--- src/rtl/itl_pkg.sv ---
package itl_pkg;
  localparam int BASE_W  = 32;
  localparam int LIMIT_W = 16;
  localparam int IMG_W   = BASE_W + LIMIT_W;

  typedef struct packed {
    logic doLoad;
    logic doStore;
    logic doLookup;
    logic rejectLoad;
  } itlStrobes_t;
endpackage

--- src/rtl/itl_ctrl.sv ---
module itl_ctrl #(
  parameter int PRIV_W = 2
) (
  input  logic              clk,
  input  logic              rstN,
  input  logic [PRIV_W-1:0] curPriv,
  input  logic              loadReq,
  input  logic              storeReq,
  input  logic              lookupReq,
  output itl_pkg::itlStrobes_t strb,
  output logic              privFault
);
  logic privOk;

  assign privOk = (curPriv == '0);

  always_comb begin
    strb.doLoad     = loadReq && privOk;
    strb.rejectLoad = loadReq && !privOk;
    strb.doStore    = storeReq;
    strb.doLookup   = lookupReq;
  end

  always_ff @(posedge clk or negedge rstN) begin
    if (!rstN) privFault <= 1'b0;
    else       privFault <= strb.rejectLoad;
  end
endmodule

--- src/rtl/itl_datapath.sv ---
module itl_datapath #(
  parameter int BASE_W      = 32,
  parameter int LIMIT_W     = 16,
  parameter int ID_W        = 8,
  parameter int ENTRY_SHIFT = 3,
  parameter logic [LIMIT_W-1:0] RESET_LIMIT = 16'h07FF
) (
  input  logic                      clk,
  input  logic                      rstN,
  input  itl_pkg::itlStrobes_t      strb,
  input  logic [BASE_W+LIMIT_W-1:0] loadImage,
  input  logic [ID_W-1:0]           vectorId,
  output logic [BASE_W+LIMIT_W-1:0] storeImage,
  output logic                      storeValid,
  output logic [BASE_W-1:0]         descAddr,
  output logic                      addrValid,
  output logic                      limitFault
);
  localparam int IMG_W  = BASE_W + LIMIT_W;
  localparam int OFF_W  = ID_W + ENTRY_SHIFT;
  localparam int CMP_W  = (OFF_W > LIMIT_W ? OFF_W : LIMIT_W) + 1;
  localparam int ENTRY_LAST = (1 << ENTRY_SHIFT) - 1;

  logic [BASE_W-1:0]  baseQ;
  logic [LIMIT_W-1:0] limitQ;
  logic [OFF_W-1:0]   entryOff;
  logic [CMP_W-1:0]   entryEnd;
  logic               inRange;
  logic [BASE_W-1:0]  sumAddr;

  assign entryOff = {vectorId, {ENTRY_SHIFT{1'b0}}};
  assign entryEnd = CMP_W'(entryOff) + CMP_W'(ENTRY_LAST);
  assign inRange  = entryEnd <= CMP_W'(limitQ);
  assign sumAddr  = baseQ + BASE_W'(entryOff);

  always_ff @(posedge clk or negedge rstN) begin
    if (!rstN) begin
      baseQ      <= '0;
      limitQ     <= RESET_LIMIT;
      storeImage <= '0;
      storeValid <= 1'b0;
      descAddr   <= '0;
      addrValid  <= 1'b0;
      limitFault <= 1'b0;
    end else begin
      if (strb.doLoad) begin
        limitQ <= loadImage[LIMIT_W-1:0];
        baseQ  <= loadImage[IMG_W-1:LIMIT_W];
      end
      storeValid <= strb.doStore;
      if (strb.doStore) storeImage <= {baseQ, limitQ};
      addrValid  <= strb.doLookup && inRange;
      limitFault <= strb.doLookup && !inRange;
      descAddr   <= (strb.doLookup && inRange) ? sumAddr : '0;
    end
  end
endmodule

--- src/rtl/irq_table_locator.sv ---
module irq_table_locator #(
  parameter int PRIV_W      = 2,
  parameter int ID_W        = 8,
  parameter int ENTRY_SHIFT = 3,
  parameter logic [15:0] RESET_LIMIT = 16'h07FF
) (
  input  logic              clk,
  input  logic              rstN,
  input  logic [PRIV_W-1:0] curPriv,
  input  logic              loadReq,
  input  logic [47:0]       loadImage,
  input  logic              storeReq,
  output logic [47:0]       storeImage,
  output logic              storeValid,
  output logic              privFault,
  input  logic              lookupReq,
  input  logic [ID_W-1:0]   vectorId,
  output logic [31:0]       descAddr,
  output logic              addrValid,
  output logic              limitFault
);
  itl_pkg::itlStrobes_t strb;

  itl_ctrl #(.PRIV_W(PRIV_W)) ctrl_i (
    .clk(clk), .rstN(rstN), .curPriv(curPriv), .loadReq(loadReq),
    .storeReq(storeReq), .lookupReq(lookupReq), .strb(strb),
    .privFault(privFault)
  );

  itl_datapath #(
    .BASE_W(itl_pkg::BASE_W), .LIMIT_W(itl_pkg::LIMIT_W), .ID_W(ID_W),
    .ENTRY_SHIFT(ENTRY_SHIFT), .RESET_LIMIT(RESET_LIMIT)
  ) dp_i (
    .clk(clk), .rstN(rstN), .strb(strb), .loadImage(loadImage),
    .vectorId(vectorId), .storeImage(storeImage), .storeValid(storeValid),
    .descAddr(descAddr), .addrValid(addrValid), .limitFault(limitFault)
  );
endmodule

--- config.mk ---
export PLATFORM = sky130hd
export DESIGN_NAME = irq_table_locator
export DESIGN_NICKNAME = d
export VERILOG_FILES = /design/src/rtl/itl_pkg.sv /design/src/rtl/itl_ctrl.sv /design/src/rtl/itl_datapath.sv /design/src/rtl/irq_table_locator.sv
export SDC_FILE = /design/constraint.sdc
export NUM_CORES = 1
export LEC_CHECK = 0
export BUFFER_PORTS_ARGS = -buffer_cell sky130_fd_sc_hd__buf_4
export CAP_MARGIN = 30
export CORE_UTILIZATION = 48
export DETAILED_ROUTE_END_ITERATION = 16
export GPL_TIMING_DRIVEN = 0
export HOLD_SLACK_MARGIN = 0.12
export PLACE_DENSITY = 0.73
export SETUP_SLACK_MARGIN = 0.4
export SYNTH_ARGS = -nofsm -noshare
export SYNTH_HDL_FRONTEND = slang
export SYNTH_SLANG_ARGS = --single-unit
--- constraint.sdc ---
create_clock -name clk -period 2.27 [get_ports clk]
set_input_delay 0.5675 -clock clk [delete_from_list [all_inputs] [get_ports clk]]
set_output_delay 0.5675 -clock clk [all_outputs]
set_load 0.05 [all_outputs]
Word level (Yosys, flattened, before mapping)
Index checks and enable logic that the tools add are counted.
Widths: inputs -> output; s select.
{"block": "classes", "mux": 1, "reduce_logical": 7, "addsub": 2, "order_cmp": 1}
{"operator": "$add 32x11->32", "count": 1}
{"operator": "$mux 32", "count": 1}
{"operator": "$le 17x16->1", "count": 1}
{"operator": "$add 11x3->12 const B", "count": 1}
{"operator": "$logic_and 1x1->1", "count": 4}
{"operator": "$logic_not 1->1", "count": 2}
{"operator": "$logic_not 2->1", "count": 1}
{"block": "totals", "wordCells": 19, "reg_bits": 132, "out_inout_bits": 84, "inputBits": 63}

Logic depth before layout (Yosys ltp)
Gate-level depths: netlist (run 1).
{"block": "logic_depth", "ltp_word": 4, "mapped_depth": 9, "mapped_depth_nobuf": 7}

Hierarchy
From an unflattened synthesis (run 1), not the netlist that was laid out.
{"block": "unflattened", "hier_cells": 439, "hier_area_um2": 5695.5}
{"mod": "itl_datapath", "seq_area_each_um2": 3291.9, "cells_per_inst": 434, "area_each_um2": 5635.4, "n_inst": 1}
{"mod": "itl_ctrl", "seq_area_each_um2": 25.0, "cells_per_inst": 5, "area_each_um2": 60.1, "n_inst": 1}

Worst setup path before layout (run 1)
Ideal clock, no wire load.
{"block": "synth_timing", "kind": "input to register", "from": "input vectorId[0]", "to": "register dp_i.descAddr[11]", "arrival_ns": 2.244, "setup_ns": 0.121, "slack_ns": -0.095, "required_time_ns": 2.149, "path_stages": 9, "path_buffers": 2, "cell_sequence": "ha_1 -> fa_1 -> a21oi_1 -> o211ai_2 -> a31oi_1 -> buf_2 -> buf_2 -> xor2_1 -> nor2_1"}
{"block": "synth_via", "elab_chain_len": 4, "elab_cells_between_ends": 5, "cone_classes": "add/sub: 2; order compare: 1; mux: 1; reduce/logical: 1"}
{"item": "start: declaration", "line": "irq_table_locator.sv:17", "source": "input logic [ID_W-1:0] vectorId,"}
{"item": "$add 11x3->12", "line": "itl_datapath.sv:32", "source": "assign entryEnd = CMP_W'(entryOff) + CMP_W'(ENTRY_LAST);"}
{"item": "$le 17x16->1", "line": "itl_datapath.sv:33", "source": "assign inRange = entryEnd <= CMP_W'(limitQ);"}
{"item": "$logic_and 1x1->1", "line": "itl_datapath.sv:54", "source": "descAddr <= (strb.doLookup && inRange) ? sumAddr : '0;"}
{"item": "$mux 32 (*)", "line": "itl_datapath.sv:54"}
{"item": "end signal: assignment", "line": "itl_datapath.sv:54"}
{"item": "end: declaration", "line": "itl_datapath.sv:15", "source": "output logic [BASE_W-1:0] descAddr,"}
Mark *: on every way between the ends. The rest lies on a longest branch, timed or not.
A chain may end at the register's enable or synchronous reset.

Final worst setup path (run 1)
{"block": "layout_timing", "from": "register dp_i.limitQ[7]", "to": "register dp_i.descAddr[29]"}
{"block": "layout_via", "elab_chain_len": 3}
{"item": "start: declaration", "line": "itl_datapath.sv:25", "source": "logic [LIMIT_W-1:0] limitQ;"}
{"item": "start signal: assignment", "line": "itl_datapath.sv:47", "source": "limitQ <= loadImage[LIMIT_W-1:0];"}
{"item": "$le 17x16->1", "line": "itl_datapath.sv:33"}
{"item": "$logic_and 1x1->1", "line": "itl_datapath.sv:54"}
{"item": "$mux 32", "line": "itl_datapath.sv:54"}
Every way passes these cells.

==> summary.txt, run 1 <==
Max_cap viols: 0
Clk_lat worst skew: 0.42 ns
R2r worst-path depth: 9
Synth area leaders: dfrtp_1, mux2_2, dfstp_2, ha_1, a21oi_1
Clock power share: 29.8%
Synth-to-Final Area Change: 41.32%
Arr. time, crit path: 2.42 ns
CP cell instances: inv_2, ha_4, nand4_1, a221oi_2, nor4_2, o31ai_2, buf_4, buf_8, a21oi_1
CP max-delay cell: dfstp_2
Initial Util: 49.22%
PD cells: 1087 mW/mm^2
Sequential cell area fraction in the yosys report: 59.02%
Remaining Overflow, GRT: 0
Final setup viols: 0
R2r setup slk: 0.14 ns
Critical path launch point type: flip-flop
Post-synthesis instance total: 436
WL per Instance: 17.68 um
Async set-or-reset flop fraction in the synthesized netlist: 100.0%
Initial antenna violation count: 0
Top cell type's share of synthesized area: 53.87%
Gp weighted congestion: 0.8184
Number of detailed-route iterations in the first pass: 4
Post-synthesis cell area: 0.005620 mm^2
Detailed Route WL: 13.75 mm
Max Clock Skew: 0.007982 ns
Register clock-pin slew on the reported worst setup and hold paths: 0.06 ns
Number of port buffers: 146
Switching Fraction: 36.16%
Die ar.: 0.01215 mm^2
Clk buf depth: 2
# rows: 39
Post-layout min period: 2.130 ns
Synth warnings: 0
Req. time, crit path: 2.56 ns
Final #Nets: 702
FMAX: 469.5 MHz
Seq cells post-synth: 132
Final slew viol count: 0
Reg2reg start: dp_i.limitQ[7]
Core Footprint: 0.01142 mm^2
Clock Sinks: 132
Crit. Startpoint: dp_i.limitQ[7]
Synth unique cells: 42
Post-Place Cells: 726
CP Capture Type: flip-flop
First-pass GRT wire length: 21.93 mm
Hold WC Path Type: in2async
DRT iter0 DRCs: 178
Avg Inst Size Synth: 12.89 um^2
DRC: 0
Total track usage: 24.87%
Post-route ant nets: 0
Critical path peak fanout: 10
Max stage delay on crit path: 0.54 ns
Post-synth EDFFs: 0
Io pins: 147
Run status: finished, final reports clean
Worst Setup EP: dp_i.descAddr[29]
Most frequent cell after synthesis: dfrtp_1
Commonest cells in the synthesized netlist: dfrtp_1, mux2_2, inv_1, nand2_1, a21oi_1
Pin count of the biggest net entering global routing: 75
Gate power share: 33.6%
Most used flip-flop cell after synthesis: dfrtp_1
Fin crit share: 93.82%
Hold slack final: 0.1107 ns
Power Internal: 5.513 mW
Worst-margin pin slew: 0.7686 ns
Clock root cell: clkbuf_16
Layout cells sized above 1: 53.86%
Antenna Cells: 0
Syn nets: 516
Fillers: 873
DIE WIDTH: 110.2 um
Worst Path Class, Setup: reg2reg
CTS tree: done
Worst rel slew slack: 48.76%
Fin. Hold Viols: 0
Final Non-Filler Cells: 778
Routed vias: 4209
Lkg Pwr: 3.608 nW
Number of global-route vias before repair: 4283
Die height: 110.2 um
Vias/cell: 5.410
Net load switching power: 3.122 mW
Peak supply drop: 0.0006919 V
H-tree Lvls: 4
Total CTS buffers: 17
RSZ-0062 raised after global routing: true
Dpl hpwl: 9.647 mm
RR Endpoint: dp_i.descAddr[29]
Seq pwr share: 36.6%
Overall Power: 8.635 mW
Dominant cell type by area after synthesis: dfrtp_1
[through the flow]
stage	instance area [um^2]	TNS [ns]	setup WS, ns	utilization [%]
after global placement	7025	-19.93	-0.4381	61.53
after CTS	7903	0	0.1513	69.21
after floorplan	5751	0	0.07707	-
after detailed placement	7057	-20.31	-0.4880	61.80
final	7943	0	0.1402	69.56
after global routing	7943	0	0.04407	69.56
[area by class of cell]
cell class	instances	area, um^2	share of cell area (%)
flip-flops and latches	132	3317	41.76
plain buffers	18	130.1	1.638
repair buffers	167	1277	16.08
clock inverters	8	76.32	0.9609
well taps	143	178.9	2.253
clock buffers	24	481.7	6.065
inverters	22	82.58	1.040
multi-input cells	264	2399	30.20
[worst min path at each step]
stage / startpoint / end / slack, ns / cells after the start
floorplan: rstN / ctrl_i.privFault / 0.27 / 0
global placement: dp_i.baseQ[1] / dp_i.descAddr[1] / 0.49 / 2
detailed placement: dp_i.storeImage[23] / dp_i.storeImage[23] / 0.50 / 1
CTS: rstN / dp_i.descAddr[31] / 0.13 / 1
global route: rstN / dp_i.storeImage[44] / 0.15 / 1
finish: rstN / dp_i.descAddr[28] / 0.11 / 1
[power by group through the flow]
| stage | clock network (mW) | registers (mW) | logic [mW] |
|---|---|---|---|
| floorplan | 0 | 4.16 | 0.797 |
| detailed placement | 0 | 3.19 | 2.69 |
| CTS | 2.59 | 3.16 | 2.89 |
| finish | 2.57 | 3.16 | 2.90 |
| global route | 2.71 | 3.22 | 3.08 |
| global placement | 0 | 3.16 | 2.63 |
[layout by cell type, fill, tap and decap left out, types with 4 or more instances in the layout]
cell type | netlist | final
xor2_1 | 6 | 6
inv_1 | 22 | 18
o21ai_0 | 20 | 20
or4_1 | 9 | 8
nor2_1 | 18 | 18
nand4_1 | 5 | 5
mux2_2 | 84 | 84
nor3_1 | 5 | 5
dfrtp_1 | 121 | 121
nand3_1 | 7 | 6
clkbuf_2 | 0 | 5
dfstp_2 | 11 | 11
inv_2 | 0 | 4
clkbuf_1 | 11 | 10
ha_1 | 16 | 5
buf_4 | 0 | 165
ha_4 | 0 | 11
clkbuf_16 | 0 | 17
or3_1 | 6 | 6
a21oi_2 | 2 | 6
a21oi_1 | 21 | 15
o31ai_1 | 13 | 12
nand2_1 | 22 | 22
[kinds of logic (layout without fill, tap and decap cells)]
family,after synthesis,after routing,share of synthesized area (%)
mux,84,84,16.83
simple gates,85,85,8.170
xor+xnor,8,8,1.247
buf+inv,40,239,2.827
compound gates,70,70,7.992
flops,132,132,59.02
fa+ha+maj,17,17,3.918
[what timing repair did]
action / CTS / global route
resized for setup: 28 / 11
pin swaps: 11 / 2
hold buffers: 0 / 0
setup buffers: 16 / 4
gates cloned: 0 / 0
setup endpoints to repair: 71 / 75
[flip-flops by register name (all words and copies together) (netlist names)]
register and flops:
dp_i.storeImage 48, dp_i.baseQ 32, dp_i.descAddr 32, dp_i.limitQ 16
ctrl_i.privFault 1, dp_i.addrValid 1, dp_i.limitFault 1, dp_i.storeValid 1
[metal layers]
metal  GRT usage, %  vias up  wire, um
met1          32.41     2128      5889
met4          9.492        0       218
met2          40.71      120      6964
met3          5.526       18       680
met5              0        -         0
li1               -     1943         -
[worst max-delay path: cells and delay by family (launching register included)]
| kind | cells | cell delay (ns) |
|---|---|---|
| AOI/OAI and AO/OA | 3 | 0.54 |
| adders and majority gates | 1 | 0.26 |
| buffers and inverters | 3 | 0.41 |
| DFF | 1 | 0.54 |
| and+or+nand+nor | 2 | 0.23 |
No activity file was read; power rests on OpenSTA's default activity.
==> run 2, diff against run 1 <==
Settings changed: CORE_MARGIN from default to 2, PLACE_DENSITY 0.73 to 0.72, SYNTH_HIERARCHICAL from default to 1.
==> summary.txt, run 2 <==
Run status: complete, but fails checks (was finished, final reports clean)
Failing checks: design-rule violations
Post-synthesis instance total: 439 (was 436)
Number of global-route vias before repair: 4240 (was 4283)
Vias/cell: 5.190 (was 5.410)
Pre-CTS setup slack: -0.2949 ns (was -0.4880 ns)
Max_cap viols: 0 (unchanged)
Final slew viol count: 0 (unchanged)
DIE WIDTH: 112.9 um (was 110.2 um)
Hold WC Path Type: in2reg (was in2async)
Post-Place Cells: 727 (was 726)
Final #Nets: 706 (was 702)
Req. time, crit path: 2.57 ns (was 2.56 ns)
Final Non-Filler Cells: 780 (was 778)
Final setup viols: 0 (unchanged)
Synth area leaders: dfrtp_1, mux2_2, dfstp_2, ha_1, xnor2_1 (was dfrtp_1, mux2_2, dfstp_2, ha_1, a21oi_1)
Syn nets: 519 (was 516)
Core Footprint: 0.01152 mm^2 (was 0.01142 mm^2)
Max reg flops: 48 (unchanged)
Clock root cell: clkbuf_16 (unchanged)
# rows: 39 (unchanged)
Total track usage: 22.51% (was 24.87%)
Arr. time, crit path: 2.43 ns (was 2.42 ns)
Synth unique cells: 48 (was 42)
Clock power share: 29.9% (was 29.8%)
Worst-margin pin slew: 0.6839 ns (was 0.7686 ns)
Synth-to-Final Area Change: 43.50% (was 41.32%)
RSZ-0062 raised after global routing: true (unchanged)
Switching Fraction: 35.18% (was 36.16%)
Most used flip-flop cell after synthesis: dfrtp_1 (unchanged)
Worst Path Class, Setup: reg2reg (unchanged)
Post-layout min period: 2.130 ns (about the same)
Setup ws final: 0.1398 ns (was 0.1402 ns)
Post-route ant nets: 0 (unchanged)
Register clock-pin slew on the reported worst setup and hold paths: 0.05 ns (was 0.06 ns)
Peak supply drop: 0.0005630 V (was 0.0006919 V)
Remaining Overflow, GRT: 0 (unchanged)
Clock Sinks: 132 (unchanged)
First-pass GRT wire length: 21.90 mm (was 21.93 mm)
Gp weighted congestion: 0.7790 (was 0.8184)
Max Clock Skew: 0.007891 ns (was 0.007982 ns)
DRC: 8 (was 0)
Total CTS buffers: 17 (unchanged)
Power Internal: 5.602 mW (was 5.513 mW)
Dpl hpwl: 9.573 mm (was 9.647 mm)
Die ar.: 0.01275 mm^2 (was 0.01215 mm^2)
H-tree Lvls: 4 (unchanged)
Most frequent cells in the layout: buf_4, dfrtp_1, mux2_2 (unchanged)
Avg Inst Size Synth: 12.97 um^2 (was 12.89 um^2)
WL per Instance: 17.68 um (about the same)
Seq pwr share: 36.7% (was 36.6%)
Most frequent cell after synthesis: dfrtp_1 (unchanged)
Lkg Pwr: 3.698 nW (was 3.608 nW)
Post-synth EDFFs: 0 (unchanged)
Largest regs: dp_i/storeImage: 48 flops, dp_i/baseQ: 32 flops, dp_i/descAddr: 32 flops (was dp_i.storeImage: 48 flops, dp_i.baseQ: 32 flops, dp_i.descAddr: 32 flops)
CP Capture Type: flip-flop (unchanged)
Detailed Route WL: 13.79 mm (was 13.75 mm)
Io pins: 147 (unchanged)
Initial Util: 49.46% (was 49.22%)
Gate power share: 33.4% (was 33.6%)
Die height: 112.9 um (was 110.2 um)
Number of port buffers: 144 (was 146)
Fin crit share: 93.84% (was 93.82%)
Fin. Hold Viols: 0 (unchanged)
Post-synthesis cell area: 0.005695 mm^2 (was 0.005620 mm^2)
Initial antenna violation count: 0 (unchanged)
Dominant cell type by area after synthesis: dfrtp_1 (unchanged)
Worst rel slew slack: 54.27% (was 48.76%)
Seq cells post-synth: 132 (unchanged)
Top cell type's share of synthesized area: 53.16% (was 53.87%)
Routed vias: 4048 (was 4209)
Critical path peak fanout: 7 (was 10)
DRT iter0 DRCs: 158 (was 178)
Clk_lat worst skew: 0.41 ns (was 0.42 ns)
Biggest register: dp_i/storeImage (was dp_i.storeImage)
Synth warnings: 6 (was 0)
CTS tree: done (unchanged)
Clk buf depth: 2 (unchanged)
Commonest cells in the synthesized netlist: dfrtp_1, mux2_2, nor2_1 (was dfrtp_1, mux2_2, inv_1, nand2_1, a21oi_1)
Antenna Cells: 0 (unchanged)
Number of detailed-route iterations in the first pass: 11 (was 4)
Net load switching power: 3.040 mW (was 3.122 mW)
PD cells: 1057 mW/mm^2 (was 1087 mW/mm^2)
Async set-or-reset flop fraction in the synthesized netlist: 100.0% (unchanged)
Sequential cell area fraction in the yosys report: 58.24% (was 59.02%)
Layout cells sized above 1: 56.04% (was 53.86%)
Leading cell type in the layout, fill and taps excluded: buf_4 (unchanged)
FMAX: 469.4 MHz (was 469.5 MHz)
Pin count of the biggest net entering global routing: 85 (was 75)
Critical path launch point type: flip-flop (unchanged)
## run 2: path summary, 6_finish.rpt
path                                      from                  end  slack [ns]  cells past startpoint
max reg2reg                     dp_i/baseQ[10]    dp_i/descAddr[29]        0.14                     10
max                             dp_i/baseQ[10]    dp_i/descAddr[29]        0.14                     10
min                                   storeReq      dp_i/storeValid        0.29                      1
max in group asynchronous                 rstN       dp_i/limitQ[4]        0.83                      3
min reg2reg                dp_i/storeImage[24]  dp_i/storeImage[24]        0.50                      1
min in group asynchronous                 rstN     ctrl_i/privFault        0.67                      2
## run 2: critical path, cell delays in order, from the launching register on
cell     delay, ns
dfrtp_1       0.42
ha_4          0.28
buf_6         0.13
o21ai_2       0.07
a211o_1       0.29
a21o_1        0.17
buf_8         0.14
buf_4         0.13
nor4_4        0.18
xnor2_2       0.16
nor2_4        0.04
## run 2: timing repair
action | CTS | global route
cloned | 2 | 1
hold endpoints to repair | 46 | 0
resized for setup | 19 | 31
hold buffers | 1 | 0
pin swaps | 8 | 15
setup buffers | 8 | 11
endpoints found under the setup margin | 61 | 48
## run 2: cell type report
type	count	area [um^2]
flip-flops and latches	132	3317
fillers	813	3343
plain buffers	20	138.9
multi-input cells	267	2562
inverters	20	75.07
well taps	143	178.9
clock inverters	3	42.54
repair buffers	168	1335
clock buffers	27	523.0
## run 2: cell families after synthesis
kind of cell | Yosys count | share of synthesized area [%]
DFF | 132 | 58.24
and+or+nand+nor | 89 | 7.931
muxes | 83 | 16.41
AOI/OAI and AO/OA | 53 | 6.635
buffers and inverters | 40 | 3.075
xor gates and xnor gates | 25 | 3.844
adders and majority gates | 17 | 3.866
## run 2: through the flow
step	util (%)	setup TNS (ns)	hold slack (ns)	area, um^2	power (mW)
4_1_cts	68.89	0	0.2716	7934	8.609
6_report	70.97	0	0.2892	8173	8.641
3_5_place_dp	62.69	-3.717	0.4976	7219	5.925
3_3_place_gp	62.42	-3.046	0.4916	7188	5.856
5_1_grt	70.97	0	0.2761	8173	9.022
2_1_floorplan	-	0	0.2719	5928	5.033
## run 2: per-layer routing
layer / GRT usage, % / wire (um)
met1: 29.27 / 5941
met2: 37.11 / 7039
met3: 4.874 / 547
met4: 9.106 / 263
met5: 0 / 0
## run 2: power by group through the flow
stage                     logic [mW]  clock network [mW]  registers, mW
final                           2.88                2.59           3.17
after global placement          2.68                   0           3.17
after floorplan                0.856                   0           4.18
after global routing            3.04                2.75           3.23
after detailed placement        2.73                   0           3.20
after CTS                       2.80                2.64           3.17
